$ cat config.mk
export PLATFORM = sky130hd
export DESIGN_NAME = capline_addr_gen
export DESIGN_NICKNAME = d
export VERILOG_FILES = /design/src/rtl/capline_pkg.sv /design/src/rtl/capline_edge_det.sv /design/src/rtl/capline_ofs_sel.sv /design/src/rtl/capline_step_calc.sv /design/src/rtl/capline_addr_gen.sv
export SDC_FILE = /design/constraint.sdc
export NUM_CORES = 1
export LEC_CHECK = 0
export ABC_AREA = 1
export BUFFER_PORTS_ARGS = -buffer_cell sky130_fd_sc_hd__buf_2
export CAP_MARGIN = 30
export CORE_MARGIN = 2
export CORE_UTILIZATION = 38
export CTS_CLUSTER_DIAMETER = 50
export DETAILED_ROUTE_END_ITERATION = 16
export GPL_ROUTABILITY_DRIVEN = 1
export GPL_TIMING_DRIVEN = 0
export MAX_ROUTING_LAYER = met4
export PLACE_DENSITY = 0.59
export SLEW_MARGIN = 30
export SYNTH_ARGS = -nofsm -noshare
export SYNTH_HDL_FRONTEND = slang
export SYNTH_SLANG_ARGS = --single-unit
$ cat constraint.sdc
create_clock -name clk -period 6.6 [get_ports clk]
set_clock_uncertainty 0.1 [all_clocks]
set_input_delay 0.33 -clock clk [delete_from_list [all_inputs] [get_ports clk]]
set_output_delay 0.33 -clock clk [all_outputs]
set_load 0.02 [all_outputs]
$ cat src/rtl/capline_pkg.sv
package capline_pkg;

  // Offset slot, indexed by {field, line parity}
  typedef enum logic [1:0] {
    SLOT_F0_EVEN = 2'b00,
    SLOT_F0_ODD  = 2'b01,
    SLOT_F1_EVEN = 2'b10,
    SLOT_F1_ODD  = 2'b11
  } ofs_slot_e;

  // 3-bit step code: bit 2 is the sign, bits 1:0 hold magnitude minus one
  typedef logic [2:0] step_code_t;

  localparam int unsigned GRAN_SHIFT = 5;  // pitch granule is 32 bytes

endpackage

$ cat src/rtl/capline_edge_det.sv
module capline_edge_det #(
  parameter int unsigned N = 2
) (
  input  logic         clk,
  input  logic         rst_n,
  input  logic [N-1:0] lvl,
  output logic [N-1:0] rise
);

  for (genvar i = 0; i < N; i++) begin : g_bit
    logic prev_q;

    always_ff @(posedge clk or negedge rst_n) begin
      if (!rst_n) prev_q <= 1'b0;
      else        prev_q <= lvl[i];
    end

    assign rise[i] = lvl[i] & ~prev_q;
  end

endmodule

$ cat src/rtl/capline_ofs_sel.sv
module capline_ofs_sel
  import capline_pkg::*;
(
  input  logic       field,
  input  logic       parity,
  input  step_code_t code_f0_even,
  input  step_code_t code_f0_odd,
  input  step_code_t code_f1_even,
  input  step_code_t code_f1_odd,
  output step_code_t code_sel
);

  ofs_slot_e slot;

  always_comb begin
    slot = ofs_slot_e'({field, parity});
    unique case (slot)
      SLOT_F0_EVEN: code_sel = code_f0_even;
      SLOT_F0_ODD:  code_sel = code_f0_odd;
      SLOT_F1_EVEN: code_sel = code_f1_even;
      SLOT_F1_ODD:  code_sel = code_f1_odd;
      default:      code_sel = code_f0_even;
    endcase
  end

endmodule

$ cat src/rtl/capline_step_calc.sv
module capline_step_calc
  import capline_pkg::*;
#(
  parameter int unsigned ADDR_W  = 32,
  parameter int unsigned PITCH_W = 12
) (
  input  step_code_t          code,
  input  logic [PITCH_W-1:0]  pitch,
  input  logic                dir_down,
  output logic [ADDR_W-1:0]   delta
);

  localparam int unsigned MAG_W = PITCH_W + 3 + GRAN_SHIFT;

  logic [2:0]        lines;
  logic [MAG_W-1:0]  mag;
  logic              negate;
  logic [ADDR_W-1:0] mag_ext;

  always_comb begin
    lines   = {1'b0, code[1:0]} + 3'd1;
    mag     = (MAG_W'(lines) * MAG_W'(pitch)) << GRAN_SHIFT;
    negate  = code[2] ^ dir_down;
    mag_ext = ADDR_W'(mag);
    delta   = negate ? (ADDR_W'(0) - mag_ext) : mag_ext;
  end

endmodule

$ cat src/rtl/capline_addr_gen.sv
module capline_addr_gen
  import capline_pkg::*;
#(
  parameter int unsigned ADDR_W  = 32,
  parameter int unsigned PITCH_W = 12,
  parameter int unsigned LCNT_W  = 13
) (
  input  logic                clk,
  input  logic                rst_n,
  input  logic [ADDR_W/2-1:0] cfg_start_hi,
  input  logic [ADDR_W/2-1:0] cfg_start_lo,
  input  logic [PITCH_W-1:0]  cfg_pitch,
  input  logic                cfg_dir_down,
  input  logic [1:0]          cfg_odd_start,
  input  logic [2:0]          cfg_ofs_e0,
  input  logic [2:0]          cfg_ofs_o0,
  input  logic [2:0]          cfg_ofs_e1,
  input  logic [2:0]          cfg_ofs_o1,
  input  logic                cfg_fld_inv,
  input  logic                vsync,
  input  logic                hsync,
  input  logic                fid_in,
  output logic [ADDR_W-1:0]   line_addr,
  output logic [LCNT_W-1:0]   line_count,
  output logic                field_out
);

  localparam int unsigned HALF_W = ADDR_W / 2;

  // sync edge detection
  logic [1:0] sync_rise;
  logic       vs_rise;
  logic       hs_rise;

  capline_edge_det #(.N(2)) u_edge (
    .clk   (clk),
    .rst_n (rst_n),
    .lvl   ({vsync, hsync}),
    .rise  (sync_rise)
  );

  assign vs_rise = sync_rise[1];
  assign hs_rise = sync_rise[0];

  // state
  logic [ADDR_W-1:0] addr_q, addr_nx;
  logic [LCNT_W-1:0] cnt_q,  cnt_nx;
  logic              fld_q,  fld_nx;
  logic              addr_en;

  // step selection for the current line
  step_code_t        line_code;
  logic [ADDR_W-1:0] line_delta;
  logic [ADDR_W-1:0] odd_delta;
  logic              field_now;
  logic [ADDR_W-1:0] start_addr;

  capline_ofs_sel u_sel (
    .field        (fld_q),
    .parity       (cnt_q[0]),
    .code_f0_even (cfg_ofs_e0),
    .code_f0_odd  (cfg_ofs_o0),
    .code_f1_even (cfg_ofs_e1),
    .code_f1_odd  (cfg_ofs_o1),
    .code_sel     (line_code)
  );

  capline_step_calc #(.ADDR_W(ADDR_W), .PITCH_W(PITCH_W)) u_line_step (
    .code     (line_code),
    .pitch    (cfg_pitch),
    .dir_down (cfg_dir_down),
    .delta    (line_delta)
  );

  capline_step_calc #(.ADDR_W(ADDR_W), .PITCH_W(PITCH_W)) u_odd_step (
    .code     ({1'b0, cfg_odd_start}),
    .pitch    (cfg_pitch),
    .dir_down (cfg_dir_down),
    .delta    (odd_delta)
  );

  assign field_now  = fid_in ^ cfg_fld_inv;
  assign start_addr = {cfg_start_hi[HALF_W-1:0], cfg_start_lo[HALF_W-1:0]};

  // next state: vertical sync takes priority over horizontal sync
  always_comb begin
    addr_nx = addr_q;
    cnt_nx  = cnt_q;
    fld_nx  = fld_q;
    addr_en = 1'b0;
    if (vs_rise) begin
      addr_en = 1'b1;
      addr_nx = start_addr + (field_now ? odd_delta : '0);
      cnt_nx  = '0;
      fld_nx  = field_now;
    end else if (hs_rise) begin
      addr_en = 1'b1;
      addr_nx = addr_q + line_delta;
      cnt_nx  = cnt_q + LCNT_W'(1);
    end
  end

  always_ff @(posedge clk or negedge rst_n) begin
    if (!rst_n) begin
      addr_q <= '0;
      cnt_q  <= '0;
      fld_q  <= 1'b0;
    end else if (addr_en) begin
      addr_q <= addr_nx;
      cnt_q  <= cnt_nx;
      fld_q  <= fld_nx;
    end
  end

  assign line_addr  = addr_q;
  assign line_count = cnt_q;
  assign field_out  = fld_q;

endmodule

==> impl_results.md <==
- Die Span Y: 147.6 um
- CTS max path bufs: 2
- WS Path Type: register to register
- Tot GR Track Use: 22.84%
- Clk network pwr share: 8.0%
- Dpl cell area: 8727 um^2
- DIE WIDTH: 147.6 um
- Synth Area per Inst: 6.274 um^2
- Worst reg2reg path endpoint: line_addr[31]
- Vias per cell: 5.123
- DP HPWL: 19900 um
- Critical path required time: 6690 ps
- CTS buffer count: 5
- WP data arrival: 6170 ps
- H-tree lvl count: 2
- Comb pwr share: 78.3%
- Core area: 20230 um^2
- M1 GR Usage: 31.21%
- Worst vdd ir: 185.0 uV
- Met3 Resource Use GR: 2.099%
- Crit-path slowest cell: fa_1
- Vias in the first global route: 7891
- Clk sinks: 48
- Fin crit share: 92.14%
- Worst slew pin tran: 961.6 ps
- Nets: 1531
- Crit Path Max Fanout: 10
- Worst Setup End Kind: register
- Area Overhead vs Synth: 14.35%
- DR iter-0 viols: 553
- Post-DR wirelength/cell: 14.74 um
- Core Util, Final: 44.29%
- Max Clk Rate: 164.4 MHz
- Die area: 21790 um^2
- Largest net degree at the start of global routing: 49
- Worst reg-to-reg path cell count: 35
- Hold crit path type: input port to register
- Worst-skew pair later-pin latency: 300 ps
- RSZ-0062 raised after global routing: false
- First-pass GRT wire length: 39420 um
- Reg2Reg Setup Slack: 520 ps
- Register share of total power: 13.7%
- Final WL: 24140 um
- Pins over their slew limit: 0
- GRT met2 Usage: 37.47%
- Sw frac: 57.12%
- Hold EP: u_edge.g_bit[1].prev_q
- CP Launch Type: register
- Slew margin rel.: 35.66%
- Post-Synthesis Cells: 1249
- CP peak stage delay: 530 ps
- CP top delay family: simple AND/OR/NAND/NOR gates
- Psw: 2.162 mW
- Clock Pin Slew Worst Setup and Hold Paths: 70 ps
- Yosys warning total: 0
- Drt first pass iters: 5
- DRC Markers: 0
- Bufs and invs on worst path: 3
- Hold path startpoint: vsync
- Max Cap Viol: 0
- Status: completed
- Tot Pwr: 3.785 mW
- Port Buffers: 110
- CTS tree: built
- Antenna violations before repair: 0
- Placed Cells: 1629
- Flops & latches, synth: 48
- Unique cell type count in the Yosys netlist: 55
- Leakage: 4.914 nW
- Final antenna-violating net count: 0
- Inserted Diodes: 0
- Syn Std Cell Area: 7836 um^2
- Syn Nets: 1413
- Reg2reg start: line_count[0]
- Total power divided by cell area: 422.4 nW/um^2
- Int Power: 1.623 mW
- FP Rows: 52
- Final hold vios: 0
- GPL Wtd Cong: 0.9124
- Initial Util: 38.73%
- Number of setup violations in the final report: 0
- Final Instance Count excl. Fillers: 1638
- Worst Hold Depth: 1
- Final global-route overflow total: 0
- Via count: 8391
- Share of cells above drive strength 1: 13.60%
- Setup TNS: 0 ps
- Clock Root Buffer: clkbuf_16
- Top-level I/O count: 111
- Most Frequent Cell on Critical Path: nand2_1
- Register area share after synthesis: 15.33%
- Most Crowded Layer GR: met2
- Post-route cell area: 8961 um^2
- Min cycle time layout: 6081 ps
[what timing repair did]
item                                   in CTS  in global routing
endpoints found under the hold margin       5                  0
setup buffers                               0                  2
resized for setup                           1                 11
hold buffers                                1                  0
pin swaps                                   0                  0
setup endpoints to repair                   1                 16
[registers in the layout, summed over array words and instances (netlist names)]
| register | count |
|---|---|
| u_edge.g_bit.prev_q | 2 |
| line_addr | 32 |
| field_out | 1 |
| line_count | 13 |
[layout by cell type (no fill, tap or decap), types with 25 or more instances in the layout]
cell and count:
dfrtp_1 47, xor2_1 28, ha_1 74, buf_2 112
nand3_1 74, nor3_1 25, inv_1 186, nor2_1 89
o21ai_0 68, nand2_1 349, a21oi_1 103
[area by class of cell]
type	instances	area (um^2)
clock buffer	5	125.1
buffer	23	126.4
fill	2246	11270
multi-input combinational	983	5824
inverter	193	724.4
clock inverter	3	42.54
timing repair buffer	113	578.1
tap	270	337.8
sequential	48	1202
[power by group through the flow]
stage | Clock, mW | Combinational (mW) | Sequential [mW]
floorplan | 0 | 2.11 | 0.582
global placement | 0 | 2.84 | 0.526
detailed placement | 0 | 2.86 | 0.524
CTS | 0.310 | 2.90 | 0.518
global route | 0.321 | 3.37 | 0.533
finish | 0.304 | 2.96 | 0.518
[through the flow]
step	worst slack (ps)	hold WS [ps]
6_report	518.9	50.85
5_1_grt	3.334	45.34
4_1_cts	100.8	48.31
3_5_place_dp	3.014	314.5
3_3_place_gp	62.85	349.1
2_1_floorplan	1123	-65.59
[cell families (layout without fill, tap and decap cells)]
| family | Yosys count | count (layout) | synth area share [%] |
|---|---|---|---|
| XOR/XNOR | 40 | 40 | 4.710 |
| buffers and inverters | 218 | 337 | 10.92 |
| AO/OA/AOI/OAI | 233 | 233 | 17.07 |
| AND/OR/NAND/NOR | 611 | 611 | 33.87 |
| flip-flops | 48 | 48 | 15.33 |
| adder cells (fa/ha/maj) | 99 | 99 | 18.11 |
[per-layer routing]
layer | vias to the layer above | part of all wire [%] | wire length [um]
met5 | - | 0 | 0
met4 | 0 | 1.3 | 321
met3 | 28 | 4.8 | 1154
met2 | 214 | 46 | 11100
met1 | 3828 | 48 | 11560
li1 | 4321 | - | -
[worst max-delay path by stage]
stage,from,to,slack [ps],cells after the start
after floorplan,field_out,line_addr[22],1120,32
after global placement,line_count[0],line_addr[22],60,32
after detailed placement,line_count[0],line_addr[22],3,31
after CTS,line_count[0],line_addr[26],100,31
after global routing,field_out,line_addr[31],3,38
final,line_count[0],line_addr[31],520,35
[worst register-to-register path, delay by kind of cell, from the launching register on]
family	cells	cell delay, ps
buffers and inverters	3	520
DFF	1	440
xor gates and xnor gates	2	280
adders and majority gates	4	1610
and+or+nand+nor	23	2350
AOI/OAI and AO/OA	3	650
[cell usage after synthesis, drive strengths merged]
master	n	area, um^2
dfrtp	48	1201
o221ai	2	17.52
inv	190	713.2
and3	1	6.260
nor3	25	125.1
a22oi	1	7.510
ha	75	938.4
a31o	1	8.760
a21o	4	30.03
o22ai	1	6.260
o31ai	2	15.01
o41ai	7	68.82
nand4	16	100.1
o211ai	4	30.03
and2	2	12.51
xor2	30	281.5
a221oi	1	8.760
a2111oi	1	8.760
a21boi	1	7.510
o22a	1	8.760
nand2	369	1450
o32ai	1	8.760
o21ai	70	354.1
a31oi	18	112.6
o311ai	1	8.760
o211a	1	10.01
nor2	98	395.4
o2111ai	1	8.760
fa	24	480.5
o21bai	6	45.04
xnor2	10	87.58
buf	10	75.07
clkinv	3	11.26
nand3	78	410.4
nor4	3	18.77
or2	6	37.54
a21oi	106	549.3
o21a	3	22.52
clkbuf	15	56.30
nand3b	13	97.59
Power figures use the tool's default switching activity.
